File: src/rtl/ppHsPkg.sv
package ppHsPkg;
  typedef enum logic [1:0] {
    MODE_SW     = 2'b00,
    MODE_COMPAT = 2'b01,
    MODE_FAST   = 2'b10,
    MODE_RSVD   = 2'b11
  } hsMode_e;

  typedef enum logic [2:0] {
    ST_IDLE,
    ST_DELAY,
    ST_ACK,
    ST_ERRHOLD,
    ST_ERRACK,
    ST_FAST
  } hsState_e;

  // strobes from control to datapath
  typedef struct packed {
    logic setBusy;
    logic clrBusy;
    logic setAck;
    logic clrAck;
    logic setCmd;
  } hsStrobe_t;
endpackage

File: src/rtl/ppSync.sv
module ppSync #(
  parameter int W = 2,
  parameter int STAGES = 2,
  parameter logic [W-1:0] RST_VAL = '1
) (
  input  logic         clk,
  input  logic         rstN,
  input  logic [W-1:0] din,
  output logic [W-1:0] dout
);
  logic [W-1:0] pipe [STAGES];

  always_ff @(posedge clk) begin
    if (!rstN) begin
      for (int i = 0; i < STAGES; i++) pipe[i] <= RST_VAL;
    end else begin
      pipe[0] <= din;
      for (int i = 1; i < STAGES; i++) pipe[i] <= pipe[i-1];
    end
  end

  assign dout = pipe[STAGES-1];
endmodule

File: src/rtl/ppHsCtrl.sv
module ppHsCtrl import ppHsPkg::*; #(
  parameter int ACK_DELAY = 2,
  parameter int ACK_WIDTH = 4
) (
  input  logic       clk,
  input  logic       rstN,
  input  logic       stbFall,
  input  logic       stbHigh,
  input  logic       hostCmd,
  input  logic [1:0] reqMode,
  input  logic       errReq,
  output logic [1:0] curMode,
  output hsStrobe_t  hs
);
  localparam int CNT_TOP = (ACK_DELAY > ACK_WIDTH) ? ACK_DELAY : ACK_WIDTH;
  localparam int CW = $clog2(CNT_TOP + 1);
  localparam logic [CW-1:0] DLY_END = CW'(ACK_DELAY - 1);
  localparam logic [CW-1:0] WID_END = CW'(ACK_WIDTH - 1);

  hsState_e state, stateNxt;
  logic [CW-1:0] cnt, cntNxt;
  logic loadMode;

  always_comb begin
    stateNxt = state;
    cntNxt   = cnt;
    hs       = '0;
    loadMode = 1'b0;
    case (state)
      ST_IDLE: begin
        cntNxt = '0;
        if (curMode == MODE_COMPAT && errReq) begin
          hs.setBusy = 1'b1;
          stateNxt   = ST_ERRHOLD;
        end else if (curMode == MODE_COMPAT && stbFall) begin
          hs.setBusy = 1'b1;
          stateNxt   = ST_DELAY;
        end else if (curMode == MODE_FAST && stbFall) begin
          hs.setBusy = 1'b1;
          hs.setCmd  = hostCmd;
          stateNxt   = ST_FAST;
        end else begin
          loadMode = 1'b1;
        end
      end
      ST_DELAY: begin
        if (cnt == DLY_END) begin
          cntNxt = '0;
          if (errReq) stateNxt = ST_ERRHOLD;
          else begin
            hs.setAck = 1'b1;
            stateNxt  = ST_ACK;
          end
        end else cntNxt = cnt + 1'b1;
      end
      ST_ACK, ST_ERRACK: begin
        if (cnt == WID_END) begin
          cntNxt    = '0;
          hs.clrAck = 1'b1;
          if (errReq) stateNxt = ST_ERRHOLD;
          else begin
            hs.clrBusy = 1'b1;
            stateNxt   = ST_IDLE;
          end
        end else cntNxt = cnt + 1'b1;
      end
      ST_ERRHOLD: begin
        cntNxt = '0;
        if (!errReq) begin
          hs.setAck = 1'b1;
          stateNxt  = ST_ERRACK;
        end
      end
      ST_FAST: begin
        if (stbHigh) begin
          hs.clrBusy = 1'b1;
          stateNxt   = ST_IDLE;
        end
      end
      default: stateNxt = ST_IDLE;
    endcase
  end

  always_ff @(posedge clk) begin
    if (!rstN) begin
      state   <= ST_IDLE;
      cnt     <= '0;
      curMode <= MODE_SW;
    end else begin
      state <= stateNxt;
      cnt   <= cntNxt;
      if (loadMode) curMode <= reqMode;
    end
  end
endmodule

File: src/rtl/ppHsDatapath.sv
module ppHsDatapath import ppHsPkg::*; #(
  parameter int DATA_W = 8
) (
  input  logic              clk,
  input  logic              rstN,
  input  logic              stbFall,
  input  logic              selS,
  input  logic [DATA_W-1:0] pdIn,
  input  hsStrobe_t         hs,
  input  logic [1:0]        curMode,
  input  logic              ctrlWe,
  input  logic [1:0]        wrMode,
  input  logic              wrOe,
  input  logic              wrAbort,
  input  logic              wrErr,
  input  logic              statWe,
  input  logic [DATA_W-1:0] wrData,
  input  logic              wrBusy,
  input  logic              wrAck,
  input  logic              wrOnline,
  input  logic              wrPaper,
  input  logic              wrFault,
  input  logic              wrCmdClr,
  output logic [1:0]        reqMode,
  output logic              oe,
  output logic              abortQual,
  output logic              errReq,
  output logic [DATA_W-1:0] rxByte,
  output logic              busyBit,
  output logic              ackBit,
  output logic              online,
  output logic              paper,
  output logic              fault,
  output logic              cmdBit
);
  logic oeReq, aqNew, oeNxt, swLevels, sideOk;

  always_comb begin
    oeReq    = ctrlWe ? wrOe : oe;
    aqNew    = ctrlWe ? wrAbort : abortQual;
    oeNxt    = oeReq & ~(aqNew & ~selS);
    swLevels = (curMode == MODE_SW) || (curMode == MODE_RSVD);
    sideOk   = !((curMode == MODE_COMPAT) && !errReq);
  end

  always_ff @(posedge clk) begin
    if (!rstN) begin
      reqMode   <= MODE_SW;
      oe        <= 1'b0;
      abortQual <= 1'b0;
      errReq    <= 1'b0;
    end else begin
      oe <= oeNxt;
      if (ctrlWe) begin
        reqMode   <= wrMode;
        abortQual <= wrAbort;
        errReq    <= wrErr;
      end
    end
  end

  always_ff @(posedge clk) begin
    if (!rstN) begin
      rxByte  <= '0;
      busyBit <= 1'b0;
      ackBit  <= 1'b0;
      online  <= 1'b0;
      paper   <= 1'b0;
      fault   <= 1'b0;
      cmdBit  <= 1'b0;
    end else begin
      if (stbFall && !oe)  rxByte <= pdIn;
      else if (statWe)     rxByte <= wrData;

      if (hs.setBusy)              busyBit <= 1'b1;
      else if (hs.clrBusy)         busyBit <= 1'b0;
      else if (statWe && swLevels) busyBit <= wrBusy;

      if (hs.setAck)               ackBit <= 1'b1;
      else if (hs.clrAck)          ackBit <= 1'b0;
      else if (statWe && swLevels) ackBit <= wrAck;

      if (hs.setCmd)                cmdBit <= 1'b1;
      else if (statWe && wrCmdClr)  cmdBit <= 1'b0;

      if (statWe && sideOk) begin
        online <= wrOnline;
        paper  <= wrPaper;
        fault  <= wrFault;
      end
    end
  end
endmodule

File: src/rtl/ppFwdHandshake.sv
module ppFwdHandshake import ppHsPkg::*; #(
  parameter int DATA_W      = 8,
  parameter int ACK_DELAY   = 2,
  parameter int ACK_WIDTH   = 4,
  parameter int SYNC_STAGES = 2
) (
  input  logic              clk,
  input  logic              rstN,
  input  logic              hostStbN,
  input  logic              hostSelect,
  input  logic              hostCmd,
  input  logic [DATA_W-1:0] pdIn,
  output logic [DATA_W-1:0] pdOut,
  output logic              pdOe,
  output logic              periphBusy,
  output logic              periphAck,
  output logic              onlineOut,
  output logic              paperOut,
  output logic              faultOut,
  input  logic              ctrlWe,
  input  logic [1:0]        ctrlMode,
  input  logic              ctrlOe,
  input  logic              ctrlAbort,
  input  logic              ctrlErr,
  input  logic              statWe,
  input  logic [DATA_W-1:0] statData,
  input  logic              statBusy,
  input  logic              statAck,
  input  logic              statOnline,
  input  logic              statPaper,
  input  logic              statFault,
  input  logic              statCmdClr,
  output logic [DATA_W-1:0] rxByte,
  output logic              cmdRcvd
);
  logic [1:0] syncOut;
  logic stbS, selS, stbPrev, stbFall;
  logic [1:0] curMode, reqMode;
  logic errReq, abortQual;
  hsStrobe_t hs;

  ppSync #(.W(2), .STAGES(SYNC_STAGES), .RST_VAL(2'b11)) uSync (
    .clk(clk), .rstN(rstN), .din({hostSelect, hostStbN}), .dout(syncOut)
  );
  assign stbS = syncOut[0];
  assign selS = syncOut[1];

  always_ff @(posedge clk) begin
    if (!rstN) stbPrev <= 1'b1;
    else       stbPrev <= stbS;
  end
  assign stbFall = stbPrev & ~stbS;

  ppHsCtrl #(.ACK_DELAY(ACK_DELAY), .ACK_WIDTH(ACK_WIDTH)) uCtrl (
    .clk(clk), .rstN(rstN), .stbFall(stbFall), .stbHigh(stbS), .hostCmd(hostCmd),
    .reqMode(reqMode), .errReq(errReq), .curMode(curMode), .hs(hs)
  );

  ppHsDatapath #(.DATA_W(DATA_W)) uDp (
    .clk(clk), .rstN(rstN), .stbFall(stbFall), .selS(selS), .pdIn(pdIn), .hs(hs),
    .curMode(curMode), .ctrlWe(ctrlWe), .wrMode(ctrlMode), .wrOe(ctrlOe),
    .wrAbort(ctrlAbort), .wrErr(ctrlErr), .statWe(statWe), .wrData(statData),
    .wrBusy(statBusy), .wrAck(statAck), .wrOnline(statOnline), .wrPaper(statPaper),
    .wrFault(statFault), .wrCmdClr(statCmdClr), .reqMode(reqMode), .oe(pdOe),
    .abortQual(abortQual), .errReq(errReq), .rxByte(rxByte), .busyBit(periphBusy),
    .ackBit(periphAck), .online(onlineOut), .paper(paperOut), .fault(faultOut),
    .cmdBit(cmdRcvd)
  );

  assign pdOut = rxByte;
endmodule

File: config.mk
export PLATFORM = sky130hd
export DESIGN_NAME = ppFwdHandshake
export DESIGN_NICKNAME = d
export VERILOG_FILES = /design/src/rtl/ppHsPkg.sv /design/src/rtl/ppSync.sv /design/src/rtl/ppHsCtrl.sv /design/src/rtl/ppHsDatapath.sv /design/src/rtl/ppFwdHandshake.sv
export SDC_FILE = /design/constraint.sdc
export NUM_CORES = 1
export LEC_CHECK = 0
export ABC_AREA = 1
export BUFFER_PORTS_ARGS = -buffer_cell sky130_fd_sc_hd__buf_2
export CAP_MARGIN = 20
export CORE_ASPECT_RATIO = 0.5
export CORE_MARGIN = 4
export CORE_UTILIZATION = 52
export DETAILED_ROUTE_END_ITERATION = 8
export PLACE_DENSITY = 0.83
export SKIP_LAST_GASP = 1
export SLEW_MARGIN = 30
export SYNTH_ARGS = -nofsm -noshare
export SYNTH_HDL_FRONTEND = slang
export SYNTH_SLANG_ARGS = --single-unit
File: constraint.sdc
create_clock -name clk -period 3.71 [get_ports clk]
set_input_delay 0.1855 -clock clk [delete_from_list [all_inputs] [get_ports clk]]
set_output_delay 0.1855 -clock clk [all_outputs]
set_load 0.02 [all_outputs]
==> results.py, run 1 <==
metrics = {
    "run_status": {
        "status": "completed",
    },
    "floorplan": {
        "die_h_um": 46.9,
        "core.rowCount": 13,
        "die-area_mm2": 0.00403,
        "start_util_pct": 57.7,
        "ios": 57,
        "core_mm2": 0.00273,
        "fp.dieW_um": 85.9,
    },
    "final_layout": {
        "seqCellArea_um2": 641,
        "synthToLayoutAreaGrowth_pct": 21.7,
        "multi_input_comb_area_um2": 747,
        "fin_area_mm2": 0.00192,
        "final_cell_count_no_fill": 302,
        "n_antenna_cell": 0,
        "drive_gt1_share_pct": 29.8,
        "fillers": 237,
        "nNetsFinal": 304,
    },
    "route": {
        "ant_nets": 0,
        "detail_route.wl_per_cell_um": 13.3,
        "firstDrtPassIters": 4,
        "finalWirelength_um": 4010,
        "drc": 0,
        "via_per_inst": 5.16,
        "first_iter_violations": 65,
        "vias": 1558,
    },
    "cts": {
        "htree_num_levels": 2,
        "cts_resized": 0,
        "hold_buffers": 0,
        "clkTransAtPathRegs_ns": 0.07,
        "post-cts-setup-buffer-count": 0,
        "cts_sinks": 32,
        "cts_tree": "done",
        "clock-root-buffer": "clkbuf_8",
        "clock_path_buffers": 2,
        "numCtsBuffers": 5,
        "insertion_delay_ns": 0.28,
    },
    "sta": {
        "rsz0062_at_grt": "false",
        "tightest_slew_ns": 0.532,
        "period_share_pct": 38.0,
        "skew_ns": 0.00314,
        "fmax_mhz": 709,
        "period_needed_ns": 1.41,
        "report.final.slew_viol_count": 0,
        "whs_ns": 0.0795,
        "slew_headroom_pct": 64.5,
        "setup_viol": 0,
        "final_hold_viol_count": 0,
        "fin_tns_setup_ns": 0,
    },
    "synthesis": {
        "synthCells": 214,
        "synth_compound_area_share_pct": 14.7,
        "netlist_area_mm2": 0.00158,
        "yosys_warnings": 0,
        "ys_seq_area_share_pct": 40.6,
        "ys_types": 28,
        "yosys.area_share.simple_pct": 26.6,
        "syn-mean-instance-area_um2": 7.37,
        "syn_nets": 254,
        "synth_fa_ha_area_share_pct": 4.76,
        "synth_top_family_by_area": "simple AND/OR/NAND/NOR gates",
        "synth.mux.area_fraction_pct": 1.35,
        "ys_seq_elements": 32,
        "synth_xor_area_share_pct": 0,
    },
    "pwr": {
        "p_per_area_mw_per_mm2": 606,
        "p_leak_nw": 0.973,
        "peakVddDrop_mv": 0.273,
    },
    "place": {
        "io_buffers": 56,
        "placed_area_mm2": 0.00181,
        "dp.cells": 294,
        "routabilityCongestion": 0.924,
        "dpl.hpwl_um": 2930,
    },
    "global_routing": {
        "gr-total-overflow": 0,
        "antenna_found_initial": 0,
        "grt_max_degree": 20,
        "track_usage_pct": 21.1,
        "grt_pass1_wl_um": 6370,
        "first_global_vias": 1517,
    },
    "critical_path": {
        "cp-end-kind": "flip-flop",
        "critPathKind": "reg2reg",
        "crit_fanout": 2,
        "cp_data_required_time_ns": 3.87,
        "startpoint_type": "flip-flop",
        "worstPathArrival_ns": 1.57,
    },
    "hold_path": {
        "hold_class": "in2reg",
    },
    "run": {
        "drv_cap": 0,
    },
}
where the power goes:
part | internal [W] | switching, W | leakage, nW
sequential | 0.000395 | 0.0000463 | 0.264
clock | 0.000199 | 0.000137 | 0.0541
combinational | 0.000136 | 0.000251 | 0.655
total | 0.000730 | 0.000434 | 0.973
worst max-delay path, stage by stage, from the launching register on:
cell     delay [ns]
dfxtp_1        0.34
inv_1          0.06
ha_1           0.30
nand2_1        0.09
mux2_2         0.34
o21ai_0        0.07
a21oi_1        0.08
sequential cells by signal, indices dropped and copies added (netlist names), 2 cells and up:
name           cells
uCtrl.curMode      2
uSync.pipe         4
uDp.rxByte         8
uDp.reqMode        2
uCtrl.cnt          3
uCtrl.state        3
cell type report:
class,instances,area share [%]
multi-input combinational,144,38.9
sequential,32,33.4
timing repair buffer,56,14.6
inverter,25,4.89
clock buffer,5,3.59
tap,37,2.41
clock inverter,3,2.22
cell families after synthesis:
group           Yosys count
compound gates           39
fa+ha+maj                 6
buf+inv                  38
flops                    32
mux                       2
simple gates             97
stage by stage:
stage / util (%) / setup slack (ns) / power, W
detailed placement: 66.2 / 2.27 / 0.000826
finish: 70.2 / 2.30 / 0.00116
global placement: 66.2 / 2.27 / 0.000808
CTS: 70.2 / 2.31 / 0.00116
global route: 70.2 / 2.18 / 0.00124
floorplan: - / 2.40 / 0.000727
per-layer routing:
metal / vias to the layer above / track usage, % / wire [um]
li1: 787 / - / -
met1: 703 / 22.1 / 1690
met2: 56 / 39.5 / 1930
met3: 12 / 6.30 / 284
met4: 0 / 12.9 / 103
met5: - / 0 / 0
cell usage after synthesis:
master / instances / area share, %
a21oi_1: 12 / 3.8
a311oi_1: 8 / 4.4
buf_2: 1 / 0.32
buf_4: 8 / 3.8
buf_6: 2 / 1.4
clkbuf_1: 2 / 0.48
clkinv_1: 2 / 0.48
dfxtp_1: 32 / 41
ha_1: 6 / 4.8
inv_1: 20 / 4.8
inv_2: 3 / 0.71
mux2_2: 1 / 0.71
mux2i_1: 1 / 0.63
nand2_1: 42 / 10
nand2_2: 3 / 1.2
nand3_1: 5 / 1.6
nand3_2: 2 / 1.3
nand4_1: 3 / 1.2
nor2_1: 33 / 7.9
nor2_2: 1 / 0.40
nor3_1: 1 / 0.32
nor4_1: 1 / 0.40
o2111ai_1: 1 / 0.56
o21ai_0: 16 / 5.1
o21ai_1: 1 / 0.32
o21bai_1: 1 / 0.48
or2_1: 1 / 0.40
or2_2: 5 / 2.0
final timing paths:
kind	start	to	slack [ns]	cells after the start
min reg2reg	uSync.pipe[0][1]	uSync.pipe[0][3]	0.42	1
max reg2reg	uCtrl.curMode[0]	uDp.ackBit	2.30	6
min	hostSelect	uSync.pipe[0][1]	0.08	2
max	uCtrl.curMode[0]	uDp.ackBit	2.30	6
layout by cell type (no fill, tap or decap):
cell / n
buf_2: 56
nand2_1: 42
nor2_1: 33
dfxtp_1: 32
inv_1: 20
o21ai_0: 16
a21oi_1: 12
a311oi_1: 8
ha_1: 6
nand3_1: 5
or2_2: 5
clkbuf_8: 5
inv_2: 3
nand2_2: 3
nand4_1: 3
nand3_2: 2
clkinv_1: 2
o21ai_1: 1
o21bai_1: 1
or2_1: 1
nor2_2: 1
mux2i_1: 1
nor4_1: 1
nor3_1: 1
mux2_2: 1
o2111ai_1: 1
clkinv_2: 1
clkinvlp_4: 1
bufinv_16: 1
Note: power is estimated with default switching activity, not from simulation.
==> run 2, diff against run 1 <==
- CORE_UTILIZATION: 52 -> 44
- PLACE_DENSITY: 0.83 -> 0.75
- clock period: 3.71 -> 1.1 ns (I/O delays scaled with it)
==> run 2 against run 1 <==
Routed wire length increased by 33%. Cell count increased by 17%. Sequential power increased to 3.5 times the previous value. Clock power increased to 2.7 times the previous value. Largest power group is now combinational cells. The flow now finishes with violations (negative setup slack). Sequential share of layout area decreased by 7.6 points. Critical path type unchanged. Utilization increased by 4.2 points.
==> results.py, run 2 (synthesized netlist as in run 1, its figures left out) <==
metrics = {
    "sta": {
        "setup_viol": 22,
        "rsz0062_at_grt": "true",
        "tightest_slew_ns": 0.255,
        "period_needed_ns": 1.26,
        "slew_headroom_pct": 82.9,
        "fmax_mhz": 793,
        "final_hold_viol_count": 0,
        "fin_tns_setup_ns": -1.48,
        "report.final.slew_viol_count": 0,
        "fin_ws_ns": -0.161,
        "whs_ns": 0.00429,
        "skew_ns": 0.00491,
        "period_share_pct": 115,
    },
    "place": {
        "routabilityCongestion": 0.854,
        "pre_cts_ws_ns": -0.212,
        "dpl.hpwl_um": 3060,
        "placed_area_mm2": 0.00206,
        "io_buffers": 56,
    },
    "pwr": {
        "p_per_area_mw_per_mm2": 1920,
        "p_leak_nw": 1.20,
        "peakVddDrop_mv": 0.907,
    },
    "final_layout": {
        "fin_area_mm2": 0.00256,
        "largest_register_ff_count": 8,
        "synthToLayoutAreaGrowth_pct": 62.2,
        "final_cell_mix": "buf_2 (56), nand2_1 (37), buf_4 (26), dfxtp_1 (25), nor2_1 (21)",
        "n_antenna_cell": 0,
        "mostFrequentLayoutCell": "buf_2",
        "drive_gt1_share_pct": 56.4,
        "nNetsFinal": 342,
        "largestRegisters": "uDp.rxByte (8), uSync.pipe (4)",
        "regMostFlops": "uDp.rxByte",
    },
    "critical_path": {
        "cp-end-kind": "flip-flop",
        "cp_data_required_time_ns": 1.32,
        "critPathTopFamily": "flip-flops",
        "startpoint_type": "flip-flop",
        "critical_path_buf_inv_count": 1,
        "worstPathArrival_ns": 1.48,
        "crit_fanout": 3,
        "critPathKind": "reg2reg",
        "critPathSlowestCell": "dfxtp_4",
        "cpPeakStageDelay_ns": 0.36,
        "cp_cell_sequence": "ha_4 > ha_4 > buf_4 > o21ai_2 > nand2_1 > a21oi_1",
        "cpMostUsedCell": "ha_4",
    },
    "global_routing": {
        "first_global_vias": 1631,
        "grt_max_degree": 17,
        "antenna_found_initial": 0,
        "gr-total-overflow": 0,
        "track_usage_pct": 18.2,
        "grt_pass1_wl_um": 6840,
    },
    "cts": {
        "cts_tree": "done",
        "numCtsBuffers": 5,
        "clock-root-buffer": "clkbuf_8",
        "insertion_delay_ns": 0.29,
        "htree_num_levels": 2,
        "cts_sinks": 32,
        "clock_path_buffers": 2,
        "clkTransAtPathRegs_ns": 0.07,
    },
    "run_status": {
        "violations": "negative setup slack",
        "status": "finished with violations",
    },
    "floorplan": {
        "ios": 57,
        "core.rowCount": 15,
        "die_h_um": 50.3,
        "fp.dieW_um": 92.7,
        "die-area_mm2": 0.00466,
        "start_util_pct": 45.9,
        "core_mm2": 0.00343,
    },
    "route": {
        "vias": 1834,
        "detail_route.wl_per_cell_um": 15.1,
        "first_iter_violations": 67,
        "finalWirelength_um": 5330,
        "ant_nets": 0,
        "firstDrtPassIters": 4,
        "drc": 0,
        "via_per_inst": 5.18,
    },
    "run": {
        "drv_cap": 0,
    },
    "hold_path": {
        "hold_class": "in2reg",
    },
}
-- run 2: report_power, final --
part	internal (W)	leakage (nW)	switching (W)
clock network	0.000440	0.0479	0.000470
registers	0.00136	0.267	0.000171
logic	0.00115	0.881	0.00133
-- run 2: area by class of cell --
type                       instances  area [um2]
inverter                          25         104
clock buffer                       5        68.8
clock inverter                     3        18.8
timing repair buffer              93         594
fill                             219         877
sequential                        32         659
multi-input combinational        145        1050
tap                               51        63.8
-- run 2: final timing paths --
| kind | start | end | slack, ns | depth (start not counted) |
|---|---|---|---|---|
| max | uCtrl.cnt[0] | uCtrl.cnt[1] | -0.16 | 6 |
| min reg2reg | uSync.pipe[0][1] | uSync.pipe[0][3] | 0.41 | 1 |
| min | statPaper | uDp.paper | 0.004 | 3 |
| max reg2reg | uCtrl.cnt[0] | uCtrl.cnt[1] | -0.16 | 6 |
-- run 2: tightest hold or removal path, delay by kind of cell --
family                 cells  cell delay, ns
buffers and inverters      1            0.09
AND/OR/NAND/NOR            2            0.11
-- run 2: stage by stage --
stage | instances | total power (W) | util [%]
floorplan | 214 | 0.00254 | -
global placement | 332 | 0.00308 | 59.9
detailed placement | 332 | 0.00312 | 59.9
CTS | 348 | 0.00426 | 66.6
global route | 354 | 0.00523 | 74.5
finish | 354 | 0.00492 | 74.5
-- run 2: layer usage --
layer / share of wire (%) / vias up / track usage, %
met5: 0 / - / 0
met4: 3.1 / 0 / 4.38
met3: 6.3 / 18 / 5.99
met2: 50 / 78 / 32.9
met1: 40 / 873 / 21.2
li1: - / 865 / -
-- run 2: what timing repair did --
action	in CTS	in global routing
cloned	0	1
pin swaps	15	19
endpoints found under the hold margin	4	0
hold buffers	4	0
buffers inserted	6	7
setup endpoints to repair	22	22
resized for setup	25	59
==> run 3, diff against run 2 <==
--- a/config.mk
+++ b/config.mk
@@ -14,2 +14,3 @@
 export DETAILED_ROUTE_END_ITERATION = 8
+export GPL_TIMING_DRIVEN = 0
 export PLACE_DENSITY = 0.75
--- a/constraint.sdc
+++ b/constraint.sdc
@@ -3,2 +3,2 @@
 set_output_delay 0.055 -clock clk [all_outputs]
-set_load 0.02 [all_outputs]
+set_load 0.005 [all_outputs]
==> run 3 against run 2 <==
The flow still finishes with violations (negative setup slack). Sequential power increased by 3%. Sequential cell count unchanged. Clock power up 28%. Clock skew about the same. Critical path depth unchanged. Register-to-register slack worse by 0.03 ns. Die area is the same. Hold slack gained 0.017 ns. Cell count down 2.0%. Via count is 1.3% lower. Cell area decreased by 0.44%. Critical endpoint is now uDp.ackBit. Highest routed layer unchanged.
==> results.py, run 3 (synthesized netlist as in run 1, its figures left out) <==
metrics = {
    "final_layout": {
        "largest_register_ff_count": 8,
        "synthToLayoutAreaGrowth_pct": 61.5,
        "final_cell_mix": "buf_2 (57), nand2_1 (34), dfxtp_1 (23), nor2_1 (20), buf_4 (16)",
        "multi_input_comb_area_mm2": 0.00105,
        "final_core_util_pct": 74.1,
        "n_antenna_cell": 0,
        "mostFrequentLayoutCell": "buf_2",
        "seqCellArea_um2": 662,
        "final_cell_count_no_fill": 347,
        "drive_gt1_share_pct": 54.7,
        "nNetsFinal": 335,
        "regMostFlops": "uDp.rxByte",
        "fillers": 247,
        "largestRegisters": "uDp.rxByte (8), uSync.pipe (4)",
    },
    "pwr": {
        "p_leak_nw": 1.17,
        "p_per_area_mw_per_mm2": 1920,
        "peakVddDrop_mv": 0.782,
    },
    "route": {
        "drc": 0,
        "detail_route.wl_per_cell_um": 16.0,
        "vias": 1811,
        "via_per_inst": 5.22,
        "firstDrtPassIters": 5,
        "finalWirelength_um": 5540,
        "ant_nets": 0,
        "first_iter_violations": 87,
    },
    "run_status": {
        "status": "finished with violations",
        "violations": "negative setup slack",
    },
    "sta": {
        "final_hold_viol_count": 0,
        "rsz0062_at_grt": "true",
        "slew_headroom_pct": 61.1,
        "setup_viol": 22,
        "fmax_mhz": 774,
        "fin_ws_ns": -0.192,
        "tightest_slew_ns": 0.584,
        "skew_ns": 0.00468,
        "period_share_pct": 117,
        "report.final.slew_viol_count": 0,
        "period_needed_ns": 1.29,
    },
    "cts": {
        "cts_sinks": 32,
        "clkTransAtPathRegs_ns": 0.08,
        "numCtsBuffers": 5,
        "clock-root-buffer": "clkbuf_8",
        "clock_path_buffers": 2,
        "htree_num_levels": 2,
        "cts_tree": "done",
        "insertion_delay_ns": 0.29,
    },
    "floorplan": {
        "ios": 57,
        "fp.dieW_um": 92.7,
        "die_h_um": 50.3,
        "core_mm2": 0.00343,
        "core.rowCount": 15,
        "start_util_pct": 45.9,
        "die-area_mm2": 0.00466,
    },
    "place": {
        "dp.cells": 321,
        "routabilityCongestion": 0.897,
        "dpl.hpwl_um": 3060,
        "io_buffers": 56,
    },
    "hold_path": {
        "hold_class": "in2reg",
    },
    "critical_path": {
        "worstPathArrival_ns": 1.45,
        "cp_data_required_time_ns": 1.26,
        "startpoint_type": "flip-flop",
        "cp-end-kind": "flip-flop",
        "cpPeakStageDelay_ns": 0.34,
        "crit_fanout": 2,
        "critPathKind": "reg2reg",
        "cp_cell_sequence": "inv_2 > ha_4 > nand2_4 > mux2_4 > o21ai_2 > a21oi_1",
        "critPathSlowestCell": "dfxtp_2",
    },
    "global_routing": {
        "grt_max_degree": 12,
        "grt_pass1_wl_um": 7580,
        "track_usage_pct": 20.7,
        "first_global_vias": 1674,
        "gr-total-overflow": 0,
        "antenna_found_initial": 0,
    },
    "run": {
        "drv_cap": 0,
    },
}
-- run 3: where the power goes --
part	switching (W)	leakage (nW)	total (W)	internal [W]
clock	0.000496	0.0541	0.00117	0.000670
sequential	0.000203	0.268	0.00157	0.00137
combinational	0.00121	0.849	0.00214	0.000936
total	0.00190	1.17	0.00488	0.00297
-- run 3: final cells by class --
cell class,instances,area share (%)
Multi-Input combinational cell,144,41.1
Clock inverter,3,1.67
Sequential cell,32,26.0
Buffer,12,3.64
Inverter,25,3.98
Tap cell,51,2.51
Clock buffer,5,2.70
Timing Repair Buffer,75,18.4
-- run 3: path summary, 6_finish.rpt --
check	startpoint	end	slack [ns]	cells past startpoint
worst min-delay path	statCmdClr	uDp.cmdBit	0.02	4
worst min register to register	uSync.pipe[0][1]	uSync.pipe[0][3]	0.42	1
worst max-delay path	uCtrl.curMode[0]	uDp.ackBit	-0.19	6
worst max register to register	uCtrl.curMode[0]	uDp.ackBit	-0.19	6
-- run 3: stage by stage --
| stage | power (W) | setup slack, ns | TNS [ns] | instance area, um2 | hold WS, ns |
|---|---|---|---|---|---|
| 2_1_floorplan | 0.00244 | -0.107 | -0.524 | 1630 | 0.162 |
| 3_3_place_gp | 0.00277 | -0.169 | -2.35 | 1970 | 0.239 |
| 3_5_place_dp | 0.00282 | -0.218 | -3.27 | 1970 | 0.243 |
| 4_1_cts | 0.00428 | -0.183 | -2.03 | 2300 | 0.00825 |
| 5_1_grt | 0.00513 | -0.257 | -3.58 | 2550 | 0.0185 |
| 6_report | 0.00488 | -0.192 | -2.45 | 2550 | 0.0209 |
-- run 3: worst max-delay path, delay by kind of cell (launching register included) --
kind                     cells  cell delay [ns]
flip-flops                   1             0.34
multiplexers                 1             0.30
adder cells (fa/ha/maj)      1             0.28
AO/OA/AOI/OAI                2             0.12
AND/OR/NAND/NOR              1             0.06
buffers and inverters        1             0.05
-- run 3: routing by layer --
metal / up-vias / wire length (um) / GRT usage, %
met1: 850 / 2170 / 23.8
met5: - / 0 / 0
met4: 0 / 208 / 7.06
li1: 853 / - / -
met2: 86 / 2810 / 36.7
met3: 22 / 345 / 6.74
-- run 3: what timing repair did --
| action | CTS | global route |
|---|---|---|
| hold endpoints to repair | 7 | 0 |
| buffers inserted | 7 | 4 |
| gates cloned | 0 | 1 |
| gates resized for setup | 33 | 50 |
| setup endpoints to repair | 22 | 22 |
| hold buffers | 7 | 0 |
| pin swaps | 19 | 16 |
